<file path="config.mk">
export PLATFORM = sky130hd
export DESIGN_NAME = fwd_stall_unit
export DESIGN_NICKNAME = d
export VERILOG_FILES = /design/src/rtl/hz_pkg.sv /design/src/rtl/hz_ex_fwd.sv /design/src/rtl/hz_id_ctrl.sv /design/src/rtl/hz_stall_ctrl.sv /design/src/rtl/fwd_stall_unit.sv
export SDC_FILE = /design/constraint.sdc
export NUM_CORES = 1
export LEC_CHECK = 0
export BUFFER_PORTS_ARGS = -buffer_cell sky130_fd_sc_hd__buf_2
export CORE_MARGIN = 4
export CORE_UTILIZATION = 44
export DETAILED_ROUTE_END_ITERATION = 8
export GPL_TIMING_DRIVEN = 0
export PLACE_DENSITY = 0.86
export SYNTH_ARGS = -nofsm -noshare
export SYNTH_HDL_FRONTEND = slang
export SYNTH_SLANG_ARGS = --single-unit
</file>
<file path="constraint.sdc">
create_clock -name vclk -period 1.6
set_input_delay 0.08 -clock vclk [all_inputs]
set_output_delay 0.08 -clock vclk [all_outputs]
set_load 0.1 [all_outputs]
</file>
<file path="src/rtl/hz_pkg.sv">
package hz_pkg;

  // Widest register number the helpers accept; callers zero-extend.
  localparam int HZ_AW_MAX = 16;

  // Operand source encoding shared by the execute and branch muxes.
  typedef enum logic [1:0] {
    SRC_RF    = 2'd0,
    SRC_EXMEM = 2'd1,
    SRC_MEMWB = 2'd2
  } src_sel_e;

  // A source depends on a producer when the producer writes the same,
  // non-zero register.
  function automatic logic dest_hit(input logic [HZ_AW_MAX-1:0] src,
                                    input logic [HZ_AW_MAX-1:0] rd,
                                    input logic                 wr);
    return wr && (rd != '0) && (src == rd);
  endfunction

endpackage

</file>
<file path="src/rtl/hz_ex_fwd.sv">
module hz_ex_fwd
  import hz_pkg::*;
#(
  parameter int REG_AW = 5
) (
  input  logic              fwd_en,
  input  logic [REG_AW-1:0] src,
  input  logic [REG_AW-1:0] mem_rd,
  input  logic              mem_wr,
  input  logic [REG_AW-1:0] wb_rd,
  input  logic              wb_wr,
  output src_sel_e          sel
);

  logic hit_mem;
  logic hit_wb;

  assign hit_mem = dest_hit(HZ_AW_MAX'(src), HZ_AW_MAX'(mem_rd), mem_wr);
  assign hit_wb  = dest_hit(HZ_AW_MAX'(src), HZ_AW_MAX'(wb_rd), wb_wr);

  // Younger producer first; the register file is the fallback.
  always_comb begin
    sel = SRC_RF;
    if (fwd_en) begin
      if (hit_mem)     sel = SRC_EXMEM;
      else if (hit_wb) sel = SRC_MEMWB;
    end
  end

endmodule

</file>
<file path="src/rtl/hz_id_ctrl.sv">
module hz_id_ctrl
  import hz_pkg::*;
#(
  parameter int REG_AW = 5
) (
  input  logic              fwd_en,
  input  logic              is_branch,
  input  logic              use_src,
  input  logic [REG_AW-1:0] src,
  input  logic [REG_AW-1:0] ex_rd,
  input  logic              ex_wr,
  input  logic              ex_load,
  input  logic [REG_AW-1:0] mem_rd,
  input  logic              mem_wr,
  input  logic              mem_load,
  input  logic [REG_AW-1:0] wb_rd,
  input  logic              wb_wr,
  output src_sel_e          br_sel,
  output logic              need_stall
);

  logic hit_ex;
  logic hit_mem;
  logic hit_wb;

  assign hit_ex  = use_src && dest_hit(HZ_AW_MAX'(src), HZ_AW_MAX'(ex_rd),  ex_wr);
  assign hit_mem = use_src && dest_hit(HZ_AW_MAX'(src), HZ_AW_MAX'(mem_rd), mem_wr);
  assign hit_wb  = use_src && dest_hit(HZ_AW_MAX'(src), HZ_AW_MAX'(wb_rd),  wb_wr);

  always_comb begin
    br_sel     = SRC_RF;
    need_stall = 1'b0;
    if (!fwd_en) begin
      // Wait until the producer sits in writeback; the register file
      // then hands over the value written in that cycle.
      need_stall = hit_ex || hit_mem;
    end else if (is_branch) begin
      // The comparator runs in decode: nothing in execute is ready yet,
      // and a load in memory only has its data at the end of the stage.
      need_stall = hit_ex || (hit_mem && mem_load);
      if (hit_mem) begin
        if (!mem_load) br_sel = SRC_EXMEM;
      end else if (hit_wb) begin
        br_sel = SRC_MEMWB;
      end
    end else begin
      // Execute-stage forwarding covers everything except load-use.
      need_stall = hit_ex && ex_load;
    end
  end

endmodule

</file>
<file path="src/rtl/hz_stall_ctrl.sv">
module hz_stall_ctrl #(
  parameter int N_SRC = 2
) (
  input  logic [N_SRC-1:0] need_stall,
  input  logic             single_port,
  input  logic             mem_access,
  output logic             data_stall,
  output logic             struct_conflict,
  output logic             pc_hold,
  output logic             ifid_hold,
  output logic             ifid_bubble,
  output logic             idex_bubble
);

  assign data_stall      = |need_stall;
  assign struct_conflict = single_port && mem_access;

  // A data stall freezes PC and IF/ID and empties ID/EX. A lost fetch
  // only keeps the PC and voids IF/ID, unless decode is frozen anyway.
  assign pc_hold     = data_stall || struct_conflict;
  assign ifid_hold   = data_stall;
  assign idex_bubble = data_stall;
  assign ifid_bubble = struct_conflict && !data_stall;

endmodule

</file>
<file path="src/rtl/fwd_stall_unit.sv">
module fwd_stall_unit
  import hz_pkg::*;
#(
  parameter int REG_AW = 5
) (
  input  logic              fwd_en,
  input  logic              single_port,
  input  logic [REG_AW-1:0] id_rs1,
  input  logic [REG_AW-1:0] id_rs2,
  input  logic              id_use1,
  input  logic              id_use2,
  input  logic              id_branch,
  input  logic [REG_AW-1:0] ex_rs1,
  input  logic [REG_AW-1:0] ex_rs2,
  input  logic [REG_AW-1:0] ex_rd,
  input  logic              ex_wr,
  input  logic              ex_load,
  input  logic [REG_AW-1:0] mem_rd,
  input  logic              mem_wr,
  input  logic              mem_load,
  input  logic              mem_access,
  input  logic [REG_AW-1:0] wb_rd,
  input  logic              wb_wr,
  output logic [1:0]        ex_sel_a,
  output logic [1:0]        ex_sel_b,
  output logic [1:0]        br_sel_a,
  output logic [1:0]        br_sel_b,
  output logic              pc_hold,
  output logic              ifid_hold,
  output logic              ifid_bubble,
  output logic              idex_bubble
);

  localparam int N_SRC = 2;

  logic [REG_AW-1:0] id_src    [N_SRC];
  logic [REG_AW-1:0] ex_src    [N_SRC];
  logic [N_SRC-1:0]  id_use;
  src_sel_e          ex_sel    [N_SRC];
  src_sel_e          br_sel    [N_SRC];
  logic [N_SRC-1:0]  need_stall;
  logic              data_stall;
  logic              struct_conflict;

  assign id_src[0] = id_rs1;
  assign id_src[1] = id_rs2;
  assign ex_src[0] = ex_rs1;
  assign ex_src[1] = ex_rs2;
  assign id_use    = {id_use2, id_use1};

  for (genvar g = 0; g < N_SRC; g++) begin : g_src
    hz_ex_fwd #(.REG_AW(REG_AW)) u_ex_fwd (
      .fwd_en (fwd_en),
      .src    (ex_src[g]),
      .mem_rd (mem_rd),
      .mem_wr (mem_wr),
      .wb_rd  (wb_rd),
      .wb_wr  (wb_wr),
      .sel    (ex_sel[g])
    );

    hz_id_ctrl #(.REG_AW(REG_AW)) u_id_ctrl (
      .fwd_en     (fwd_en),
      .is_branch  (id_branch),
      .use_src    (id_use[g]),
      .src        (id_src[g]),
      .ex_rd      (ex_rd),
      .ex_wr      (ex_wr),
      .ex_load    (ex_load),
      .mem_rd     (mem_rd),
      .mem_wr     (mem_wr),
      .mem_load   (mem_load),
      .wb_rd      (wb_rd),
      .wb_wr      (wb_wr),
      .br_sel     (br_sel[g]),
      .need_stall (need_stall[g])
    );
  end

  hz_stall_ctrl #(.N_SRC(N_SRC)) u_stall (
    .need_stall      (need_stall),
    .single_port     (single_port),
    .mem_access      (mem_access),
    .data_stall      (data_stall),
    .struct_conflict (struct_conflict),
    .pc_hold         (pc_hold),
    .ifid_hold       (ifid_hold),
    .ifid_bubble     (ifid_bubble),
    .idex_bubble     (idex_bubble)
  );

  assign ex_sel_a = ex_sel[0];
  assign ex_sel_b = ex_sel[1];
  assign br_sel_a = br_sel[0];
  assign br_sel_b = br_sel[1];

endmodule

</file>
### Yosys cells after proc, flatten, opt, wreduce, memory -nomap -nowiden

Index checks and enable logic that the tools add are counted.

* bits in registers: 0
* input port bits: 46
* word-level logic and storage cells: 64

* equal/unequal tests: 10
* muxes and demuxes: 19
* reductions and logical operators: 35

Operators by type and width (count)
* $eq 5x5->1: 10
* $mux 2: 14
* $logic_and 1x1->1: 25
* $reduce_bool 5->1: 3
* $logic_or 1x1->1: 5
* $mux 1: 5
* $reduce_or 2->1: 1
* $logic_not 1->1: 1

### Logic depth before layout (Yosys ltp)

Gate-level depths: netlist of the first run.

* depth in word-level cells: 11
* depth in mapped cells: 7

### By module

A second synthesis of the first run with hierarchy kept.

* cell total of the unflattened synthesis: 118
* area, all modules: 868.3 um2

Modules (own cells, without submodules)
* hz_id_ctrl: times used 2, cells an instance 35, area an instance 244.0 um2
* hz_ex_fwd: times used 2, cells an instance 21, area an instance 165.2 um2
* hz_stall_ctrl: times used 1, cells an instance 6, area an instance 50.0 um2

### Worst setup path after synthesis of the first run

No wires, ideal clock.

* path type: in2out
* start: in mem_rd[3]
* end: out br_sel_b[0]
* arrival: 3.691 ns
* data required time: 1.520 ns
* path slack: -2.171 ns
* stages: 5
* buffers on the path: 1
* cells stage by stage: buf_2 xor2_1 nor4_1 nand3_1 nor4_1

* longest elaborated chain between the ends: 7
* elaborated cells between the ends (all ways): 8
* those cells by class: eq/ne (1); mux (3); reduce/logical (4)

Ends and longest elaborated chain
* start, declared: RTL line fwd_stall_unit.sv:18 `input logic [REG_AW-1:0] mem_rd,`
* $reduce_bool 5->1: RTL line hz_pkg.sv:18 `return wr && (rd != '0) && (src == rd);`
* $logic_and 1x1->1: RTL line hz_pkg.sv:18
* $logic_and 1x1->1 (*): RTL line hz_pkg.sv:18
* $logic_and 1x1->1 (*): RTL line hz_id_ctrl.sv:27 `assign hit_mem = use_src && dest_hit(HZ_AW_MAX'(src), HZ_AW_MAX'(mem_rd), mem_wr);`
* $mux 2 (*): RTL line hz_id_ctrl.sv:41 `if (hit_mem) begin`
* $mux 2 (*): RTL line hz_id_ctrl.sv:37 `end else if (is_branch) begin`
* $mux 2 (*): RTL line hz_id_ctrl.sv:33 `if (!fwd_en) begin`
* end, declared: RTL line fwd_stall_unit.sv:27 `output logic [1:0] br_sel_b,`

Mark *: on every way between the ends. The rest lies on a longest branch, timed or not.

### Worst setup path after layout of the first run

* start: in mem_rd[1]
* end: out ifid_bubble

* longest elaborated chain between the ends: 11
* elaborated cells between the ends (all ways): 21
* those cells by class: eq/ne (2); mux (4); reduce/logical (15)

Ends and longest elaborated chain
* $reduce_bool 5->1: RTL line hz_pkg.sv:18
* $logic_and 1x1->1 (2 in series): RTL line hz_pkg.sv:18
* $logic_and 1x1->1: RTL line hz_id_ctrl.sv:27
* $logic_and 1x1->1: RTL line hz_id_ctrl.sv:40 `need_stall = hit_ex || (hit_mem && mem_load);`
* $logic_or 1x1->1: RTL line hz_id_ctrl.sv:40
* $mux 1: RTL line hz_id_ctrl.sv:37
* $mux 1: RTL line hz_id_ctrl.sv:33
* $reduce_or 2->1 (*): RTL line hz_stall_ctrl.sv:15 `assign data_stall = |need_stall;`
* $logic_not 1->1 (*): RTL line hz_stall_ctrl.sv:23 `assign ifid_bubble = struct_conflict && !data_stall;`
* $logic_and 1x1->1 (*): RTL line hz_stall_ctrl.sv:23
* end, declared: RTL line fwd_stall_unit.sv:30 `output logic ifid_bubble,`

Marks and branches as above.

==> results of run 1 <==
==> stage by stage <==
step / cells / setup TNS [ns] / total power, mW
finish: 193 / -0.360 / 0.418
global placement: 181 / -3.12 / 0.322
detailed placement: 181 / -3.60 / 0.334
floorplan: 108 / -2.88 / 0.228
global route: 193 / -0.889 / 0.439
CTS: 187 / -0.311 / 0.379
==> cell type report <==
cell class,instances,area [µm²]
timing repair buffer,60,518
tap,25,31.3
buffer,11,133
fill,86,168
multi-input combinational,96,873
inverter,1,3.75
==> synth_stat cells <==
cell       number  share of area
xnor2_1        25           0.27
xor2_1         25           0.27
nand2_1         8          0.037
nand3_1         8          0.050
clkbuf_1        6          0.028
nor4_1          6          0.047
nor3_1          4          0.025
buf_6           3          0.042
nand4_1         3          0.023
nor2_1          3          0.014
nor4_2          3          0.047
and2_1          2          0.016
or4_1           2          0.019
a221o_1         1          0.012
and3b_1         1          0.011
buf_2           1         0.0062
buf_4           1         0.0094
inv_1           1         0.0047
o2111ai_1       1          0.011
o211ai_1        1         0.0094
o21ai_4         1          0.020
o22ai_1         1         0.0078
or4_4           1          0.014
==> routing by layer <==
metal,global-route usage,vias to the layer above
li1,-,489
met1,0.261,492
met2,0.457,75
met3,0.00890,12
met4,0,0
met5,0,-
==> timing repair <==
item | CTS | global route
pin swaps | 9 | 11
resized for setup | 42 | 39
setup endpoints to repair | 11 | 11
setup buffers | 6 | 6
==> power by group <==
| group | switching [mW] | internal, mW | leakage (nW) |
|---|---|---|---|
| combinational | 0.221 | 0.197 | 0.631 |
| clock | 0 | 0 | 0 |
| sequential | 0 | 0 | 0 |
| total | 0.221 | 0.197 | 0.631 |
==> path summary, 6_finish.rpt <==
kind,from,end,slack (ns)
max,mem_rd[1],ifid_bubble,-0.11
min,mem_load,br_sel_a[0],0.55
==> kinds of logic after synthesis <==
logic type,share of synthesized area
compound gates,0.0609
xor+xnor,0.546
simple gates,0.303
buf+inv,0.0905
==> critical path, cell delays in order <==
cell and delay, ns:
buf_12 0.11, or4_4 0.54, o21ai_4 0.24, a221o_2 0.25, and3b_4 0.23, buf_12 0.17
==> placed cells by master, fill, tap and decap left out, types with 2 or more instances in the layout <==
cell       n
nor3_4     3
buf_12     9
nand2_1    6
or4_4      2
xnor2_1   25
nor4_2     2
nor4_4     4
clkbuf_1   2
nand4_1    3
nor4_1     3
and2_4     2
nor2_1     3
buf_8      4
buf_2     31
nand3_1    6
buf_4     11
buf_6     12
xor2_1    25
==> flow_metrics.env, run 1 <==
export IMPL_seq_cells=0
export IMPL_postCtsHoldBufs=0
export IMPL_routed_top_layer="met4"
export IMPL_die_w_um=50.7
export IMPL_ant_nets=0
export IMPL_design_area_um2=1560
export IMPL_drive_gt1_frac=0.536
export IMPL_core_area_um2=1730
export IMPL_min_period_ns=1.71
export IMPL_dpl_cell_area_um2=1200
export IMPL_total_leakage_power_nw=0.631
export IMPL_slew_headroom=0.710
export IMPL_overflow=0
export IMPL_drc_errors=0
export IMPL_via_per_inst=5.53
export IMPL_first_pass_iters=4
export IMPL_yosysWarningCount=0
export IMPL_track_usage=0.222
export IMPL_fin_util=0.903
export IMPL_rsz0062_at_grt="true"
export IMPL_syn_instance_count=108
export IMPL_crit_type="in -> out"
export IMPL_finalSetupViolations=10
export IMPL_hold_path_depth=3
export IMPL_setup_slack_ns=-0.111
export IMPL_min_path_type="in -> out"
export IMPL_antenna_found_initial=0
export IMPL_outcome="finished with violations"
export IMPL_finalCritPeriodShare=1.07
export IMPL_failed_checks="setup timing"
export IMPL_regArea_um2=0
export IMPL_syn_to_final_growth_pct=94.4
export IMPL_drt_iter0_drc=24
export IMPL_drt_wl_total_um=3300
export IMPL_syn_nets=154
export IMPL_nClkBuffers=0
export IMPL_core_rowCount=15
export IMPL_met2_length_um=1790
export IMPL_dpl_worst_slack_ns=-0.515
export IMPL_antenna_cells=0
export IMPL_finalHoldViolations=0
export IMPL_nets=216
export IMPL_die_area_um2=2570
export IMPL_vias=1068
export IMPL_cp_required_ns=1.52
export IMPL_critPathCaptureType="output pin"
export IMPL_grt_max_degree=7
export IMPL_io_buffers=48
export IMPL_fp_dieH_um=50.7
export IMPL_place_congestion=0.845
export IMPL_grt_pass1_wl_um=4530
export IMPL_start_util=0.464
export IMPL_drt_wirelength_per_cell_um=17.1
export IMPL_synth_area_per_cell_um2=7.43
export IMPL_tightest_slew_ns=0.434
export IMPL_ys_seq_area_frac=0
export IMPL_max_freq_mhz=584
export IMPL_hold_slack_ns=0.547
export IMPL_vdd_drop_max_mv=0.225
export IMPL_synth_area_um2=802
export IMPL_synth_cell_types=23
export IMPL_drv_cap=0
export IMPL_wl_met1_um=1170
export IMPL_worst_setup_path_start_kind="input port"
export IMPL_grt_pass1_vias=1027
export IMPL_slew_viol_final=0
export IMPL_power_density_nw_per_um2=268
export IMPL_route_met3_wl_um=241
export IMPL_dp_hpwl_um=2270
export IMPL_crit_path_max_fanout=5
export IMPL_pin_count=58
export IMPL_cp_data_arrival_time_ns=1.63
No activity file was read; power rests on OpenSTA's default activity.
==> run 2, diff against run 1 <==
Settings changed: SETUP_SLACK_MARGIN set to 0.02.
==> run 2 against run 1 <==
The run still ends with setup timing left. Flip-flop and latch count stayed put. Combinational power is 3% higher. Global-route usage stayed put. Sequential share of layout area stayed put. Fmax is 7.0% lower. Largest cell class unchanged.
==> flow_metrics.env, run 2 (synthesized netlist as in run 1, its figures left out) <==
export IMPL_overflow=0
export IMPL_seq_cells=0
export IMPL_slew_headroom=0.704
export IMPL_core_area_um2=1730
export IMPL_min_path_type="in -> out"
export IMPL_dp_cells=181
export IMPL_worst_setup_path_start_kind="input port"
export IMPL_crit_end="ifid_bubble"
export IMPL_regArea_um2=0
export IMPL_syn_to_final_growth_pct=98.0
export IMPL_slew_viol_final=0
export IMPL_finalSetupViolations=9
export IMPL_nets=218
export IMPL_die_w_um=50.7
export IMPL_vdd_drop_max_mv=0.227
export IMPL_failed_checks="setup timing"
export IMPL_antenna_found_initial=0
export IMPL_io_buffers=48
export IMPL_fin_util=0.920
export IMPL_mostFrequentLayoutCells="buf_2, xor2_1, xnor2_1"
export IMPL_cp_slowest_stage_delay_ns=0.48
export IMPL_outcome="finished with violations"
export IMPL_cp_data_arrival_time_ns=1.76
export IMPL_tightest_slew_ns=0.445
export IMPL_crit_start="id_rs2[3]"
export IMPL_max_freq_mhz=544
export IMPL_track_usage=0.222
export IMPL_final_common_cell="buf_2"
export IMPL_drt_iter0_drc=26
export IMPL_total_leakage_power_nw=0.644
export IMPL_cp_required_ns=1.52
export IMPL_nClkBuffers=0
export IMPL_vias=1081
export IMPL_dp_hpwl_um=2270
export IMPL_grt_pass1_wl_um=4530
export IMPL_crit_path_max_fanout=3
export IMPL_via_per_inst=5.54
export IMPL_finalCritPeriodShare=1.15
export IMPL_drt_wirelength_per_cell_um=19.0
export IMPL_min_period_ns=1.84
export IMPL_critPathCaptureType="output pin"
export IMPL_cpMaxStageDelayCell="a221o_2"
export IMPL_antenna_cells=0
export IMPL_grt_pass1_vias=1034
export IMPL_finalHoldViolations=0
export IMPL_rsz0062_at_grt="true"
export IMPL_start_util=0.464
export IMPL_drt_wl_total_um=3700
export IMPL_finalPower_mw=0.432
export IMPL_pin_count=58
export IMPL_hold_path_depth=3
export IMPL_grt_max_degree=7
export IMPL_ant_nets=0
export IMPL_setup_tns_ns=-1.11
export IMPL_design_area_um2=1590
export IMPL_dpl_cell_area_um2=1200
export IMPL_die_area_um2=2570
export IMPL_place_congestion=0.845
export IMPL_drive_gt1_frac=0.547
export IMPL_drv_cap=0
export IMPL_drc_errors=0
export IMPL_fp_dieH_um=50.7
export IMPL_core_rowCount=15
export IMPL_path_cells="buf_8, xor2_1, nor4_1, nand3_1, a221o_2, and3b_4, buf_12"
export IMPL_layout_cells_non_filler=195
export IMPL_first_pass_iters=4
export IMPL_setup_slack_ns=-0.240
export IMPL_power_density_nw_per_um2=272
export IMPL_crit_type="in -> out"
[run 2: worst max-delay path: cells and delay by family]
kind / cells / cell delay [ns]
AO/OA/AOI/OAI: 1 / 0.48
XOR/XNOR: 1 / 0.16
buffers and inverters: 2 / 0.26
AND/OR/NAND/NOR: 3 / 0.78
[run 2: through the flow]
stage	worst slack, ns	hold WS (ns)
finish	-0.240	0.557
global route	-0.355	0.570
CTS	-0.120	0.550
detailed placement	-0.515	0.661
global placement	-0.498	0.645
floorplan	-0.563	0.275
[run 2: worst min-delay path by stage]
stage	startpoint	to	slack (ns)
2_1_floorplan	mem_load	br_sel_a[0]	0.27
3_3_place_gp	mem_load	br_sel_a[0]	0.64
3_5_place_dp	mem_load	br_sel_b[0]	0.66
4_1_cts	mem_load	br_sel_a[0]	0.55
5_1_grt	mem_load	br_sel_b[0]	0.57
6_report	mem_load	br_sel_a[0]	0.56
[run 2: what timing repair did]
action / CTS / global route
hold buffers: 0 / 0
pin swaps: 9 / 12
hold endpoints to repair: 0 / 0
resized for setup: 49 / 35
endpoints found under the setup margin: 12 / 12
buffers inserted: 6 / 8
[run 2: area by class of cell]
cell class,instances,area [µm²]
Multi-Input combinational cell,96,876
Timing Repair Buffer,62,541
Tap cell,25,31.3
Fill cell,73,139
Buffer,11,136
Inverter,1,3.75
[run 2: layer usage]
metal / up-vias / track usage / share of wire
met2: 65 / 0.461 / 0.55
met4: 0 / 0 / 0.034
met5: - / 0 / 0
li1: 499 / - / -
met1: 505 / 0.258 / 0.35
met3: 12 / 0.00890 / 0.074
[run 2: power breakdown]
group          total, mW  internal [mW]  switching (mW)
Combinational      0.432          0.203           0.230
Sequential             0              0               0
Clock                  0              0               0
==> run 3, diff against run 2 <==
Settings changed: BUFFER_PORTS_ARGS -buffer_cell sky130_fd_sc_hd__buf_2 to -buffer_cell sky130_fd_sc_hd__clkbuf_2, CORE_UTILIZATION 44 to 30, PLACE_DENSITY 0.86 to unset.
==> run 3 against run 2 <==
The run still ends with setup timing left. Via count is 10% lower. Cell area is 1.3% higher. Core utilization is 28 points lower. Worst hold slack worse by 0.017 ns.
==> flow_metrics.env, run 3 (synthesized netlist as in run 1, its figures left out) <==
export IMPL_worst_setup_path_start_kind="input port"
export IMPL_seq_cells=0
export IMPL_hold_slack_ns=0.541
export IMPL_finalCritPeriodShare=1.09
export IMPL_min_period_ns=1.75
export IMPL_max_freq_mhz=573
export IMPL_drt_iter0_drc=12
export IMPL_core_rowCount=18
export IMPL_power_internal_mw=0.198
export IMPL_final_common_cell="clkbuf_2"
export IMPL_path_buf_inv=2
export IMPL_mostFrequentLayoutCells="clkbuf_2, xor2_1, xnor2_1"
export IMPL_drt_wl_total_um=2800
export IMPL_total_leakage_power_nw=0.664
export IMPL_cp_required_ns=1.52
export IMPL_slew_viol_final=0
export IMPL_first_pass_iters=4
export IMPL_dpl_worst_slack_ns=-0.532
export IMPL_finalHoldViolations=0
export IMPL_regArea_um2=0
export IMPL_hold_path_depth=3
export IMPL_power_frac_seq=0
export IMPL_min_from="mem_load"
export IMPL_rsz0062_at_grt="true"
export IMPL_drc_errors=0
export IMPL_finalPower_mw=0.407
export IMPL_p_sw_frac=0.513
export IMPL_cp_data_arrival_time_ns=1.67
export IMPL_grt_pass1_vias=993
export IMPL_antenna_cells=0
export IMPL_power_density_nw_per_um2=253
export IMPL_track_usage=0.158
export IMPL_failed_checks="setup timing"
export IMPL_pin_count=58
export IMPL_power_frac_comb=1.000
export IMPL_p_clk_frac=0
export IMPL_cpMaxStageDelayCell="a221o_2"
export IMPL_nets=216
export IMPL_dp_hpwl_um=2300
export IMPL_drive_gt1_frac=0.536
export IMPL_min_path_type="in -> out"
export IMPL_ant_nets=0
export IMPL_min_to="br_sel_a[0]"
export IMPL_overflow=0
export IMPL_nClkBuffers=0
export IMPL_crit_path_max_fanout=3
export IMPL_core_area_um2=2520
export IMPL_cp_slowest_stage_delay_ns=0.49
export IMPL_design_area_um2=1610
export IMPL_start_util=0.318
export IMPL_p_switching_mw=0.209
export IMPL_vias=971
export IMPL_crit_type="in -> out"
export IMPL_syn_to_final_growth_pct=101
export IMPL_via_per_inst=4.90
export IMPL_grt_max_degree=7
export IMPL_grt_pass1_wl_um=4470
export IMPL_slew_headroom=0.703
export IMPL_crit_family="simple AND/OR/NAND/NOR gates"
export IMPL_dpl_cell_area_um2=1210
export IMPL_outcome="finished with violations"
export IMPL_tightest_slew_ns=0.446
export IMPL_finalSetupViolations=9
export IMPL_path_cells="clkbuf_2, xor2_1, nor4_2, nand3_2, a221o_2, and3b_4, clkbuf_16"
export IMPL_place_congestion=0.764
export IMPL_die_area_um2=3560
export IMPL_fp_dieH_um=59.7
export IMPL_io_buffers=48
export IMPL_drt_wirelength_per_cell_um=14.1
export IMPL_die_w_um=59.7
export IMPL_setup_slack_ns=-0.146
export IMPL_critPathCaptureType="output pin"
export IMPL_antenna_found_initial=0
export IMPL_vdd_drop_max_mv=0.217
export IMPL_drv_cap=0
## run 3: changes by cell type in the layout (fill, tap and decap cells not counted)
cell       before  now
clkbuf_2        0   36
nor2_2          1    0
clkbuf_16       1    9
buf_4          12    9
clkbuf_8        0    2
clkbuf_1        2    1
buf_2          32    0
or4_4           2    1
buf_12          9    2
or4_1           1    2
nor2_1          2    3
buf_6          11    7
buf_8           6    5
## run 3: worst max-delay path by stage
stage | startpoint | to | slack, ns | cells after the start
final | id_rs1[4] | ifid_bubble | -0.15 | 7
after global routing | id_rs2[1] | ifid_bubble | -0.22 | 7
after global placement | ex_rd[0] | ifid_bubble | -0.54 | 5
after floorplan | mem_rd[1] | ex_sel_b[1] | -0.56 | 5
after detailed placement | ex_rd[0] | ifid_bubble | -0.53 | 5
after CTS | mem_rd[2] | ifid_bubble | -0.16 | 7
## run 3: cell type report
cell class                      instances  area, µm²
Buffer                                 11        135
Timing Repair Buffer                   60        563
Tap cell                               30       37.5
Fill cell                             224        913
Multi-Input combinational cell         96        870
Inverter                                1       3.75
## run 3: metal layers
metal	track usage	wire length, µm
met5	0	0
met4	0	0
met3	0.00864	145
met2	0.316	1540
met1	0.194	1120
## run 3: per-stage QoR
stage / TNS, ns / utilization / std cells
after CTS: -0.498 / 0.604 / 192
final: -0.616 / 0.638 / 198
after detailed placement: -3.93 / 0.480 / 186
after global routing: -1.19 / 0.638 / 198
after global placement: -3.92 / 0.480 / 186
after floorplan: -2.88 / - / 108
## run 3: tightest hold or removal path, cell delays in order
cell and delay [ns]:
clkbuf_2 0.15, nor4_4 0.07, buf_8 0.16
## run 3: timing repair
item / 4_1_cts / 5_1_grt
pin swaps: 9 / 9
gates resized for setup: 48 / 17
setup buffers: 6 / 7
setup endpoints to repair: 12 / 11
hold buffers: 0 / 0
## run 3: power groups by stage
stage	Clock [mW]	Combinational, mW	Sequential (mW)
3_3_place_gp	0	0.326	0
2_1_floorplan	0	0.228	0
4_1_cts	0	0.386	0
3_5_place_dp	0	0.335	0
6_report	0	0.407	0
5_1_grt	0	0.434	0
